===== config.mk =====
export PLATFORM = sky130hd
export DESIGN_NAME = mdio_page_bridge
export DESIGN_NICKNAME = d
export VERILOG_FILES = /design/src/rtl/mdio_page_bridge.sv
export SDC_FILE = /design/constraint.sdc
export NUM_CORES = 1
export LEC_CHECK = 0
export BUFFER_PORTS_ARGS = -buffer_cell sky130_fd_sc_hd__buf_2
export CAP_MARGIN = 10
export CORE_MARGIN = 3
export CORE_UTILIZATION = 48
export CTS_BUF_LIST = sky130_fd_sc_hd__clkbuf_2 sky130_fd_sc_hd__clkbuf_4 sky130_fd_sc_hd__clkbuf_8
export DETAILED_ROUTE_END_ITERATION = 6
export PLACE_DENSITY = 0.89
export SETUP_SLACK_MARGIN = 0.2
export SLEW_MARGIN = 5
export SYNTH_ARGS = -nofsm -noshare
export SYNTH_HDL_FRONTEND = slang
export SYNTH_SLANG_ARGS = --single-unit

===== constraint.sdc =====
create_clock -name clk -period 2.1 [get_ports clk]
set_input_delay 0.63 -clock clk [delete_from_list [all_inputs] [get_ports clk]]
set_output_delay 0.63 -clock clk [all_outputs]
set_load 0.03 [all_outputs]

===== src/rtl/mdio_page_bridge.sv =====
module mdio_page_bridge #(
  parameter int PHY_ID   = 31,
  parameter int PAGE_REG = 31,
  parameter int HIGH_REG = 16
) (
  input  logic        clk,
  input  logic        rst_n,
  input  logic        mdio_rd,
  input  logic        mdio_wr,
  input  logic [4:0]  mdio_phy,
  input  logic [4:0]  mdio_reg,
  input  logic [15:0] mdio_wdata,
  output logic [15:0] mdio_rdata,
  output logic        mdio_rvalid,
  output logic        bus_rd,
  output logic        bus_wr,
  output logic [15:0] bus_addr,
  output logic [31:0] bus_wdata,
  input  logic [31:0] bus_rdata
);
  logic [9:0]  page_q;
  logic [3:0]  word_q;
  logic [15:0] lo_q;
  logic [15:0] hi_q;

  logic hit, wr_en, rd_en, is_low, is_high, is_page;
  assign hit     = (mdio_phy == 5'(PHY_ID));
  assign wr_en   = hit & mdio_wr;
  assign rd_en   = hit & mdio_rd & ~mdio_wr;
  assign is_low  = ~mdio_reg[4];
  assign is_high = (mdio_reg == 5'(HIGH_REG));
  assign is_page = (mdio_reg == 5'(PAGE_REG));

  assign bus_rd    = rd_en & is_low;
  assign bus_wr    = wr_en & is_high;
  assign bus_addr  = {page_q, (bus_wr ? word_q : mdio_reg[3:0]), 2'b00};
  assign bus_wdata = {mdio_wdata, lo_q};

  always_ff @(posedge clk) begin
    if (!rst_n) begin
      page_q      <= '0;
      word_q      <= '0;
      lo_q        <= '0;
      hi_q        <= '0;
      mdio_rdata  <= '0;
      mdio_rvalid <= 1'b0;
    end else begin
      mdio_rvalid <= rd_en;
      if (wr_en) begin
        if (is_page) page_q <= mdio_wdata[9:0];
        else if (is_low) begin
          lo_q   <= mdio_wdata;
          word_q <= mdio_reg[3:0];
        end
      end
      if (rd_en) begin
        if (is_low) begin
          mdio_rdata <= bus_rdata[15:0];
          hi_q       <= bus_rdata[31:16];
        end else if (is_high) mdio_rdata <= hi_q;
        else if (is_page)     mdio_rdata <= {6'b0, page_q};
        else                  mdio_rdata <= '0;
      end
    end
  end
endmodule


Word-level counts from Yosys, hierarchy flattened

Cells that the tools add are included.
W data, S select, Z words.

Register bits: 63
Input bits: 62
Output and inout bits: 67
Word-level logic and storage cells: 24

Eq/ne operators: 3
Mux-type cells: 4
Bitwise gates (word level): 8
Reductions and logical operators: 3

Operator list:

| operator             | count |
|---|---|
| $mux W16             | 2 |
| $eq A5 B5 Y1 const B | 3 |
| $mux W10             | 1 |
| $and A1 B1 Y1        | 5 |
| $mux W4              | 1 |
| $reduce_and A2 Y1    | 2 |
| $not A1 Y1           | 3 |
| $reduce_and A3 Y1    | 1 |

Depth between registers and ports, before layout

Gate-level depths: netlist of run 1.

Depth after elaboration: 4
Depth in mapped cells: 6
Depth with buffers taken out: 4

Worst setup path before layout of run 1

OpenSTA, ideal clock, no wires.

Path type: input -> output
Start: in mdio_reg[3]
End: out bus_addr[2]
Arrival time: 1.745 ns
Slack: -0.275 ns
Cell stages on the path: 4
Path buffers: 0
Path through: nor4_2 -> nand2_1 -> nor2_2 -> a21o_1

Word-level cells in the longest chain between the ends: 3

RTL lines:

| what          | RTL line | text |
|---|---|---|
| from (decl)   | 11       | `input logic [4:0] mdio_reg,` |
| $eq A5 B5 Y1  | 31       | `assign is_high = (mdio_reg == 5'(HIGH_REG));` |
| $and A1 B1 Y1 | 35       | `assign bus_wr = wr_en & is_high;` |
| net bus_wr    | 16       | `output logic bus_wr,` |
| $mux W4       | 36       | `assign bus_addr = {page_q, (bus_wr ? word_q : mdio_reg[3:0]), 2'b00};` |
| to (decl)     | 17       | `output logic [15:0] bus_addr,` |

The timed path passes the listed nets, and every way through them passes these cells.

Worst setup path after layout of run 1

Start: in mdio_reg[0]
End: out bus_addr[3]

Word-level cells in the longest chain between the ends: 3

RTL lines:

| what          | RTL line |
|---|---|
| $eq A5 B5 Y1  | 31 |
| $and A1 B1 Y1 | 35 |
| $mux W4       | 36 |

No other way between the ends.

==> summary.md, run 1 <==
| Metric | Value |
|---|---|
| Status | `finished with violations` |
| Failing checks | `setup timing` |
| Fin crit share | `108%` |
| Hold Crit Depth | `2` |
| Initial antenna violation count | `0` |
| Vias in the first global route | `~2600` |
| Number of synthesized flops with an enable pin | `0` |
| IO Count | `between 100 and 150` |
| Syn_area_per_cell | `8.58 sq um` |
| TritonCTS clock tree | `yes` |
| Design Power | `around 2400 uW` |
| Clk slew on worst S/H paths | `around 60 ps` |
| First DRT Iteration DRCs | `119` |
| Yosys reg bits | `63` |
| CTS max path bufs | `2` |
| Fraction of registers with async set/reset | `0%` |
| Post-DRT Antenna Nets | `0` |
| Final setup viols | `5` |
| Final Max Slew Viols | `0` |
| First-pass GRT wire length | `11.6 mm` |
| Largest net degree at the start of global routing | `110` |
| Post-layout net count | `487` |
| Maximum vdd drop | `a little under 500 uV` |
| Leading post-synthesis cells by cell area | `dfxtp_1 46%, nand3_1 8.7%, o21ai_0 8.7%, nand2_1 6.6%, buf_4 5.5%` |
| CP Launch Type | `input port` |
| Area share of the largest cell type after synthesis | `between 40% and 50%` |
| Die area | `about 0.0066 sq mm` |
| CTS buffer count | `9` |
| Fill cell count | `around 430` |
| Dominant synthesized flop cell | `dfxtp_1` |
| Hold WS | `458 ps` |
| Top cells by count, synth | `63 x dfxtp_1, 48 x nand2_1, 47 x nand3_1, 47 x o21ai_0, 20 x buf_4` |
| Top-count cell post-synth | `dfxtp_1` |
| RSZ-0062 raised after global routing | `true` |
| Final Wtd Congestion | `approximately 0.73` |
| Initial DRT Pass Iterations | `5` |
| Die width | `81.2 um` |
| Routed WL | `7.29 mm` |
| Netlist cell types | `31` |
| Area leader, netlist | `dfxtp_1` |
| Minimum clock period | `2260 ps` |
| ANT cells | `0` |
| Port Buffers | `about 130` |
| Core box area | `0.00527 sq mm` |
| Row count | `26` |
| Sequential element share of the synthesized area | `a little under half` |
| Post-Synthesis Cells | `between 300 and 400` |
| Power density over the cells | `670 mW/mm^2` |
| Initial Utilization | `~50%` |
| Root buffer cell | `clkbuf_8` |
| DRC viols | `0` |
| H-tree levels | `3` |
| Clock sink count | `63` |
| Leak | `0.00167 uW` |
| Chip Height | `roughly 81 um` |
| Mapped Area | `~0.0027 sq mm` |
| Worst path arrival time | `about 1600 ps` |
| Clock Skew | `10.7 ps` |
| Layout cells sized above 1 | `41.0%` |
| Total gr overflow | `0` |
| Worst-Skew Late Latency | `about 330 ps` |
| WL/cell | `between 10 and 15 um` |
| Worst-path fanout max | `5` |
| Worst min path class | `reg -> reg` |
| Drt via density | `about 5.3` |
| Worst Path Required | `between 1000 and 1500 ps` |
| Via count | `~2600` |
| PnR worst setup slack | `-162 ps` |
| Max Cap Viol | `0` |
| Global router's overall resource usage | `around 23%` |
| Hpwl dp | `4.97 mm` |
| Ys Warns | `0` |
| Worst setup EP type | `output port` |
| Fin. Hold Viols | `0` |
| Syn-to-layout area delta | `34.4%` |
| CP Class | `in -> out` |
| Fmax | `442 MHz` |
| Cells on worst reg2reg path | `2` |
state kept, by name, indices dropped and copies added (netlist names):
register,flops
hi_q,16
lo_q,16
mdio_rdata,16
page_q,10
word_q,4
mdio_rvalid,1
power by group:
| part | internal (uW) | switching, uW | leakage, uW |
|---|---|---|---|
| Clock | 560 | 413 | 0.000100 |
| Combinational | 108 | 160 | 0.00106 |
| Sequential | 1200 | 2.00 | 0.000507 |
cells in the final DEF, fill, tap and decap left out, types with 2 or more instances in the layout:
cell type  count
a21o_4         4
a221oi_1      16
and2_1         2
buf_2        114
buf_4         16
buf_6          9
buf_8          2
clkbuf_4       3
clkbuf_8      12
conb_1         2
dfxtp_1       63
mux2i_1       10
nand2_1       48
nand3_1       47
nor2_1         6
o211ai_1       7
o211ai_2       3
o21ai_0       47
o21ai_1        2
o21ai_2        3
worst paths after layout:
kind	startpoint	end	slack, ps
worst max-delay path	mdio_reg[0]	bus_addr[3]	-160
worst min-delay path	mdio_rdata[4]	mdio_rdata[4]	460
worst max register to register	page_q[7]	mdio_rdata[7]	1220
worst min register to register	mdio_rdata[4]	mdio_rdata[4]	460
metal layers:
metal	global-route usage, %	routed length (um)	vias to the layer above
li1	-	-	1322
met1	27.6	2920	1200
met2	38.9	3700	118
met3	5.32	583	8
met4	10.1	78	0
met5	0	0	-
area by class of cell:
| type | instances | area, sq um | share of cell area [%] |
|---|---|---|---|
| flip-flops and latches | 63 | 1260 | 34.6 |
| multi-input cells | 207 | 1260 | 34.5 |
| repair buffers | 142 | 842 | 23.1 |
| clock buffers | 15 | 188 | 5.15 |
| well taps | 70 | 87.6 | 2.40 |
| inverters | 2 | 10.0 | 0.275 |
logic make-up (layout without fill, tap and decap cells):
family / Yosys count / count (layout) / synth area share [%]
AO/OA/AOI/OAI: 82 / 82 / 19.6
buffers and inverters: 47 / 159 / 9.78
flip-flops: 63 / 63 / 46.5
multiplexers: 10 / 10 / 3.69
other: 1 / 2 / 0.138
AND/OR/NAND/NOR: 113 / 113 / 20.3
worst max-delay path: stages:
cell	delay [ps]
buf_8	100
nor4_4	310
nand2_1	130
nor2_4	190
a21o_4	150
buf_6	120
through the flow:
| step | setup TNS, ps | instance area, sq um | setup WS (ps) | std cells | utilization [%] |
|---|---|---|---|---|---|
| detailed placement | -1030 | 3340 | -229 | 481 | 63.4 |
| global route | -1040 | 3650 | -219 | 499 | 69.2 |
| floorplan | -181 | 2780 | -45.3 | 317 | - |
| finish | -762 | 3650 | -162 | 499 | 69.2 |
| CTS | -747 | 3620 | -161 | 497 | 68.6 |
| global placement | -695 | 3340 | -156 | 481 | 63.4 |
timing repair:
item | in CTS | in global routing
setup endpoints to repair | 6 | 6
hold buffers | 0 | 0
pin swaps | 5 | 5
setup buffers | 1 | 2
gates resized for setup | 20 | 3
endpoints found under the hold margin | 0 | 0
Note: power is estimated with default switching activity, not from simulation.
==> run 2, diff against run 1 <==
CELL_PAD_IN_SITES_DETAIL_PLACEMENT = 0   (was not set)
CELL_PAD_IN_SITES_GLOBAL_PLACEMENT = 1   (was not set)
CORE_UTILIZATION = 34   (was 48)
==> run 2 against run 1 <==
Effect of this change: the flow still finishes with violations (setup timing); setup slack gained 25 ps; sequential share of layout area down 0.81 points; register-to-register slack worse by 150 ps; power increased by 3.4%; count of clock-buffer cells in the layout fell by 3; design area grew 2.4%.
==> summary.md, run 2 (synthesis gave the netlist of run 1 again) <==
| Metric | Value |
|---|---|
| Commonest non-fill, non-tap cell in the layout | `buf_2` |
| Initial antenna violation count | `0` |
| Die area | `between 0.009 and 0.01 sq mm` |
| Clock sink count | `between 60 and 70` |
| CP Capture Point | `bus_wr` |
| RSZ-0062 raised after global routing | `true` |
| Failing checks | `setup timing` |
| Status | `finished with violations` |
| Layout cells sized above 1 | `between 40% and 50%` |
| Fmax | `447 MHz` |
| Drt via density | `around 5` |
| Root buffer cell | `clkbuf_8` |
| Hpwl dp | `5.70 mm` |
| DRC viols | `0` |
| Via count | `2664` |
| Dpl cell area | `approximately 0.0034 sq mm` |
| Chip Height | `around 95 um` |
| Cells on worst reg2reg path | `2` |
| CP Class | `in -> out` |
| Core box area | `around 0.0075 sq mm` |
| Slew headroom | `65.7%` |
| Worst-Skew Late Latency | `roughly 330 ps` |
| Routed WL | `roughly 7.7 mm` |
| First-pass GRT wire length | `between 10 and 15 mm` |
| R2r endpoint | `mdio_rdata[6]` |
| Maximum vdd drop | `about 310 uV` |
| Most frequent cells in the layout | `114 x buf_2, 63 x dfxtp_1, 48 x nand2_1` |
| Post-layout net count | `between 400 and 500` |
| Worst min path class | `reg -> reg` |
| Max Cap Viol | `0` |
| Clk slew on worst S/H paths | `approximately 60 ps` |
| PnR worst setup slack | `-137 ps` |
| Leak | `between 0.0015 and 0.002 uW` |
| CTS buffer count | `9` |
| Final setup viols | `5` |
| Total gr overflow | `0` |
| Fin. Hold Viols | `0` |
| Port Buffers | `between 100 and 150` |
| Worst path arrival time | `1610 ps` |
| Clock Skew | `8.58 ps` |
| ANT cells | `0` |
| Final instance area | `about 0.0037 sq mm` |
| Final Max Slew Viols | `0` |
| Fin crit share | `107%` |
| Regs by FF count | `hi_q x16, lo_q x16, mdio_rdata x16` |
| Global router's overall resource usage | `17.4%` |
| Hold WS | `458 ps` |
| Final Core Density | `roughly 50%` |
| Minimum clock period | `2240 ps` |
| Vias in the first global route | `2603` |
| WL/cell | `~14 um` |
| Worst Path Required | `~1500 ps` |
| CP Launch Type | `input port` |
| Initial DRT Pass Iterations | `4` |
| Worst setup EP type | `output port` |
| CTS max path bufs | `2` |
| Syn-to-layout area delta | `37.6%` |
| Initial Utilization | `36.2%` |
| IO Count | `roughly 130` |
| Worst Tran Pin Value | `between 500 and 600 ps` |
| Worst-path fanout max | `5` |
| Power density over the cells | `676 mW/mm^2` |
| H-tree levels | `3` |
| First DRT Iteration DRCs | `between 60 and 70` |
| Row count | `31` |
| CP startpoint | `mdio_reg[2]` |
| TritonCTS clock tree | `yes` |
| Register-to-register setup slack | `approximately 1100 ps` |
| RR Startpoint | `page_q[6]` |
| Largest net degree at the start of global routing | `52` |
| Die width | `approximately 95 um` |
| Post-DRT Antenna Nets | `0` |
| Fill cell count | `756` |
| Final Wtd Congestion | `around 0.76` |
## run 2: cell count changes in the layout (fill, tap and decap cells not counted), sizes merged
cell    delta
buf        +6
clkbuf     -3
clkinv     +3
bufinv     +1
## run 2: where the power goes
part	switching, uW	internal [uW]	total (uW)
Clock	448	602	1050
Combinational	164	110	274
Sequential	1.95	1200	1200
Total	614	1910	2520
## run 2: how the worst min path moves through the flow
stage / startpoint / endpoint / slack, ps / cells after the start
6_report: mdio_rdata[4] / mdio_rdata[4] / 460 / 2
2_1_floorplan: hi_q[0] / hi_q[0] / 440 / 2
3_3_place_gp: mdio_rdata[5] / mdio_rdata[5] / 440 / 2
4_1_cts: mdio_rdata[4] / mdio_rdata[4] / 460 / 2
5_1_grt: mdio_rdata[7] / mdio_rdata[7] / 480 / 2
3_5_place_dp: mdio_rdata[4] / mdio_rdata[4] / 450 / 2
## run 2: cell type report
type                       instances  area, sq um  share of cell area, %
clock buffer                      12          153                   4.09
clock inverter                     4         45.0                   1.21
sequential                        63         1260                   33.8
timing repair buffer             148          883                   23.7
multi-input combinational        207         1260                   33.7
inverter                           2         10.0                  0.268
tap                               99          124                   3.32
## run 2: through the flow
| step | setup WS (ps) | setup TNS, ps | power, uW | instances |
|---|---|---|---|---|
| 6_report | -137 | -643 | 2520 | 535 |
| 5_1_grt | -230 | -1100 | 2630 | 535 |
| 4_1_cts | -150 | -705 | 2560 | 534 |
| 3_5_place_dp | -224 | -1030 | 1490 | 517 |
| 3_3_place_gp | -144 | -635 | 1480 | 517 |
| 2_1_floorplan | -45.3 | -181 | 1390 | 317 |
## run 2: metal layers
metal	global-route usage, %	vias up	share of wire (%)
met2	29.0	98	48
li1	-	1332	-
met1	21.7	1224	43
met5	0	-	0
met3	3.79	10	6.8
met4	7.33	0	1.8
## run 2: repair_timing
| item | 4_1_cts | 5_1_grt |
|---|---|---|
| pin swaps | 4 | 2 |
| gates cloned | 0 | 0 |
| setup buffers | 1 | 1 |
| endpoints found under the setup margin | 6 | 6 |
| hold buffers | 0 | 0 |
| gates resized for setup | 19 | 5 |
## run 2: worst max-delay path: stages
cell and delay, ps:
buf_8 100, nor4_4 280, nand2_1 130, nor2_4 190
buf_4 160, buf_6 120
==> run 3, diff against run 2 <==
ABC_CLOCK_PERIOD_IN_PS = 2100   (was not set)
CORE_ASPECT_RATIO = 1.2   (was not set)
==> run 3 against run 2 <==
Effect of this change: the run still ends with setup timing left; register-to-register slack improved by 120 ps; power decreased by 5.1%; highest routed layer unchanged; sequential share of layout area increased by 0.23 points; clock skew decreased by 4.7 ps; fmax increased by 1.1%; critical path type unchanged; largest power group unchanged; critical path depth unchanged; die area about the same; via count decreased by 2.8%.
==> summary.md, run 3 (synthesis gave the netlist of run 1 again) <==
| Metric | Value |
|---|---|
| Status | `finished with violations` |
| Failing checks | `setup timing` |
| Fin crit share | `105%` |
| Non-filler cells, final | `around 530` |
| Internal | `roughly 1800 uW` |
| Max Cap Viol | `0` |
| Worst Path Required | `1470 ps` |
| First-pass GRT wire length | `between 10 and 15 mm` |
| Initial Utilization | `about a third` |
| Comb power frac | `between 10% and 20%` |
| Worst min path class | `reg -> reg` |
| Sw Pwr | `609 uW` |
| IO Count | `129` |
| Total gr overflow | `0` |
| Via count | `~2600` |
| Leak | `0.00168 uW` |
| Switching share of power | `25.4%` |
| CP Class | `in -> out` |
| Hold path start | `mdio_rdata[4]` |
| RR Startpoint | `page_q[8]` |
| Final setup viols | `5` |
| Design Power | `2390 uW` |
| CP max stage delay | `between 200 and 300 ps` |
| Port Buffers | `around 130` |
| Row count | `35` |
| Worst-Skew Late Latency | `between 300 and 400 ps` |
| Vias in the first global route | `approximately 2500` |
| WL/cell | `approximately 14 um` |
| Most frequent cells in the layout | `113 x buf_2, 63 x dfxtp_1, 48 x nand2_1` |
| CP startpoint | `mdio_reg[2]` |
| Worst path arrival time | `1580 ps` |
| Post-DRT Antenna Nets | `0` |
| Minimum clock period | `2210 ps` |
| Root buffer cell | `clkbuf_8` |
| Hold WS | `457 ps` |
| CTS max path bufs | `2` |
| Post-layout net count | `just under 500` |
| Fin. Hold Viols | `0` |
| Syn-to-layout area delta | `36.7%` |
| Dpl cells | `508` |
| PnR worst setup slack | `-114 ps` |
| CP Launch Type | `input port` |
| Final Core Density | `between 40% and 50%` |
| Initial antenna violation count | `0` |
| Hpwl dp | `about 5.5 mm` |
| Drt via density | `4.93` |
| Clock Skew | `3.85 ps` |
| Regs by FF count | `hi_q x16, lo_q x16, mdio_rdata x16` |
| First DRT Iteration DRCs | `around 110` |
| RSZ-0062 raised after global routing | `true` |
| CTS buffer count | `9` |
| ANT cells | `0` |
| Worst setup EP type | `output port` |
| Final Wtd Congestion | `approximately 0.77` |
| Routed WL | `about 7.6 mm` |
| Register share of total power | `roughly half` |
| TritonCTS clock tree | `yes` |
| Slowest CP cell | `nor4_4` |
| Chip Height | `slightly above 100 um` |
| Core box area | `just under 0.008 sq mm` |
| Worst path cell trace | `buf_8 -> nor4_4 -> nand2_1 -> nor2_4 -> a21o_4 -> buf_6` |
| Global router's overall resource usage | `between 10% and 20%` |
| Clock network power share | `38.5%` |
| DRC viols | `0` |
| Clock sink count | `63` |
| Die area | `slightly above 0.009 sq mm` |
| Maximum vdd drop | `352 uV` |
| Die width | `roughly 88 um` |
| Layout cells sized above 1 | `approximately two fifths` |
| Fmax | `452 MHz` |
| Largest net degree at the start of global routing | `between 50 and 60` |
| Worst-path fanout max | `5` |
| H-tree levels | `3` |
| Final Max Slew Viols | `0` |
| Commonest non-fill, non-tap cell in the layout | `buf_2` |
| Power density over the cells | `646 mW/mm^2` |
| Clk slew on worst S/H paths | `70 ps` |
| Initial DRT Pass Iterations | `4` |
run 3: cell types whose count changed in the layout (fill, tap and decap cells not counted):
cell | before | now
nor2b_4 | 1 | 0
clkbuf_4 | 2 | 0
nor2b_2 | 0 | 1
clkbuf_8 | 10 | 11
bufinv_16 | 1 | 0
clkinv_2 | 3 | 1
clkinvlp_4 | 0 | 2
buf_12 | 1 | 2
buf_2 | 114 | 113
buf_6 | 10 | 12
buf_4 | 22 | 19
run 3: path summary, 6_finish.rpt:
path | endpoint | slack (ps) | cells after the start
hold / removal | mdio_rdata[4] | 460 | 2
hold reg to reg | mdio_rdata[4] | 460 | 2
setup / recovery | bus_addr[3] | -110 | 6
setup reg to reg | mdio_rdata[8] | 1190 | 2
run 3: metrics by stage:
stage                     setup TNS [ps]  area, sq um  setup WS (ps)
after floorplan                     -181         2780          -45.3
after global placement              -679         3420           -147
after detailed placement            -937         3420           -210
after CTS                           -600         3680           -133
after global routing                -823         3710           -173
final                               -527         3710           -114
run 3: worst max-delay path: cells and delay by family:
family / cells / cell delay (ps)
buffers and inverters: 2 / 220
AOI/OAI and AO/OA: 1 / 150
and+or+nand+nor: 3 / 580
run 3: cell type report:
class / count / area (sq um)
repair buffers: 147 / 898
fillers: 780 / 4000
multi-input cells: 207 / 1250
flip-flops and latches: 63 / 1260
clock buffers: 11 / 151
inverters: 2 / 10.0
clock inverters: 3 / 20.0
well taps: 92 / 115
run 3: what timing repair did:
| action | in CTS | in global routing |
|---|---|---|
| hold buffers | 0 | 0 |
| cloned | 0 | 0 |
| gates resized for setup | 19 | 5 |
| buffers inserted | 2 | 1 |
| setup endpoints to repair | 6 | 6 |
| pin swaps | 6 | 1 |
run 3: per-layer routing:
layer	vias to the layer above	wire length, um	GRT usage (%)
met5	-	0	0
met4	0	144	7.13
met3	12	445	3.66
met2	89	3670	26.5
met1	1160	3310	21.8
li1	1328	-	-
run 3: power groups by stage:
| stage | registers [uW] | logic, uW | clock network (uW) |
|---|---|---|---|
| 3_5_place_dp | 1230 | 257 | 0 |
| 5_1_grt | 1200 | 297 | 1010 |
| 4_1_cts | 1200 | 273 | 954 |
| 3_3_place_gp | 1230 | 254 | 0 |
| 6_report | 1200 | 274 | 921 |
| 2_1_floorplan | 1230 | 152 | 0 |
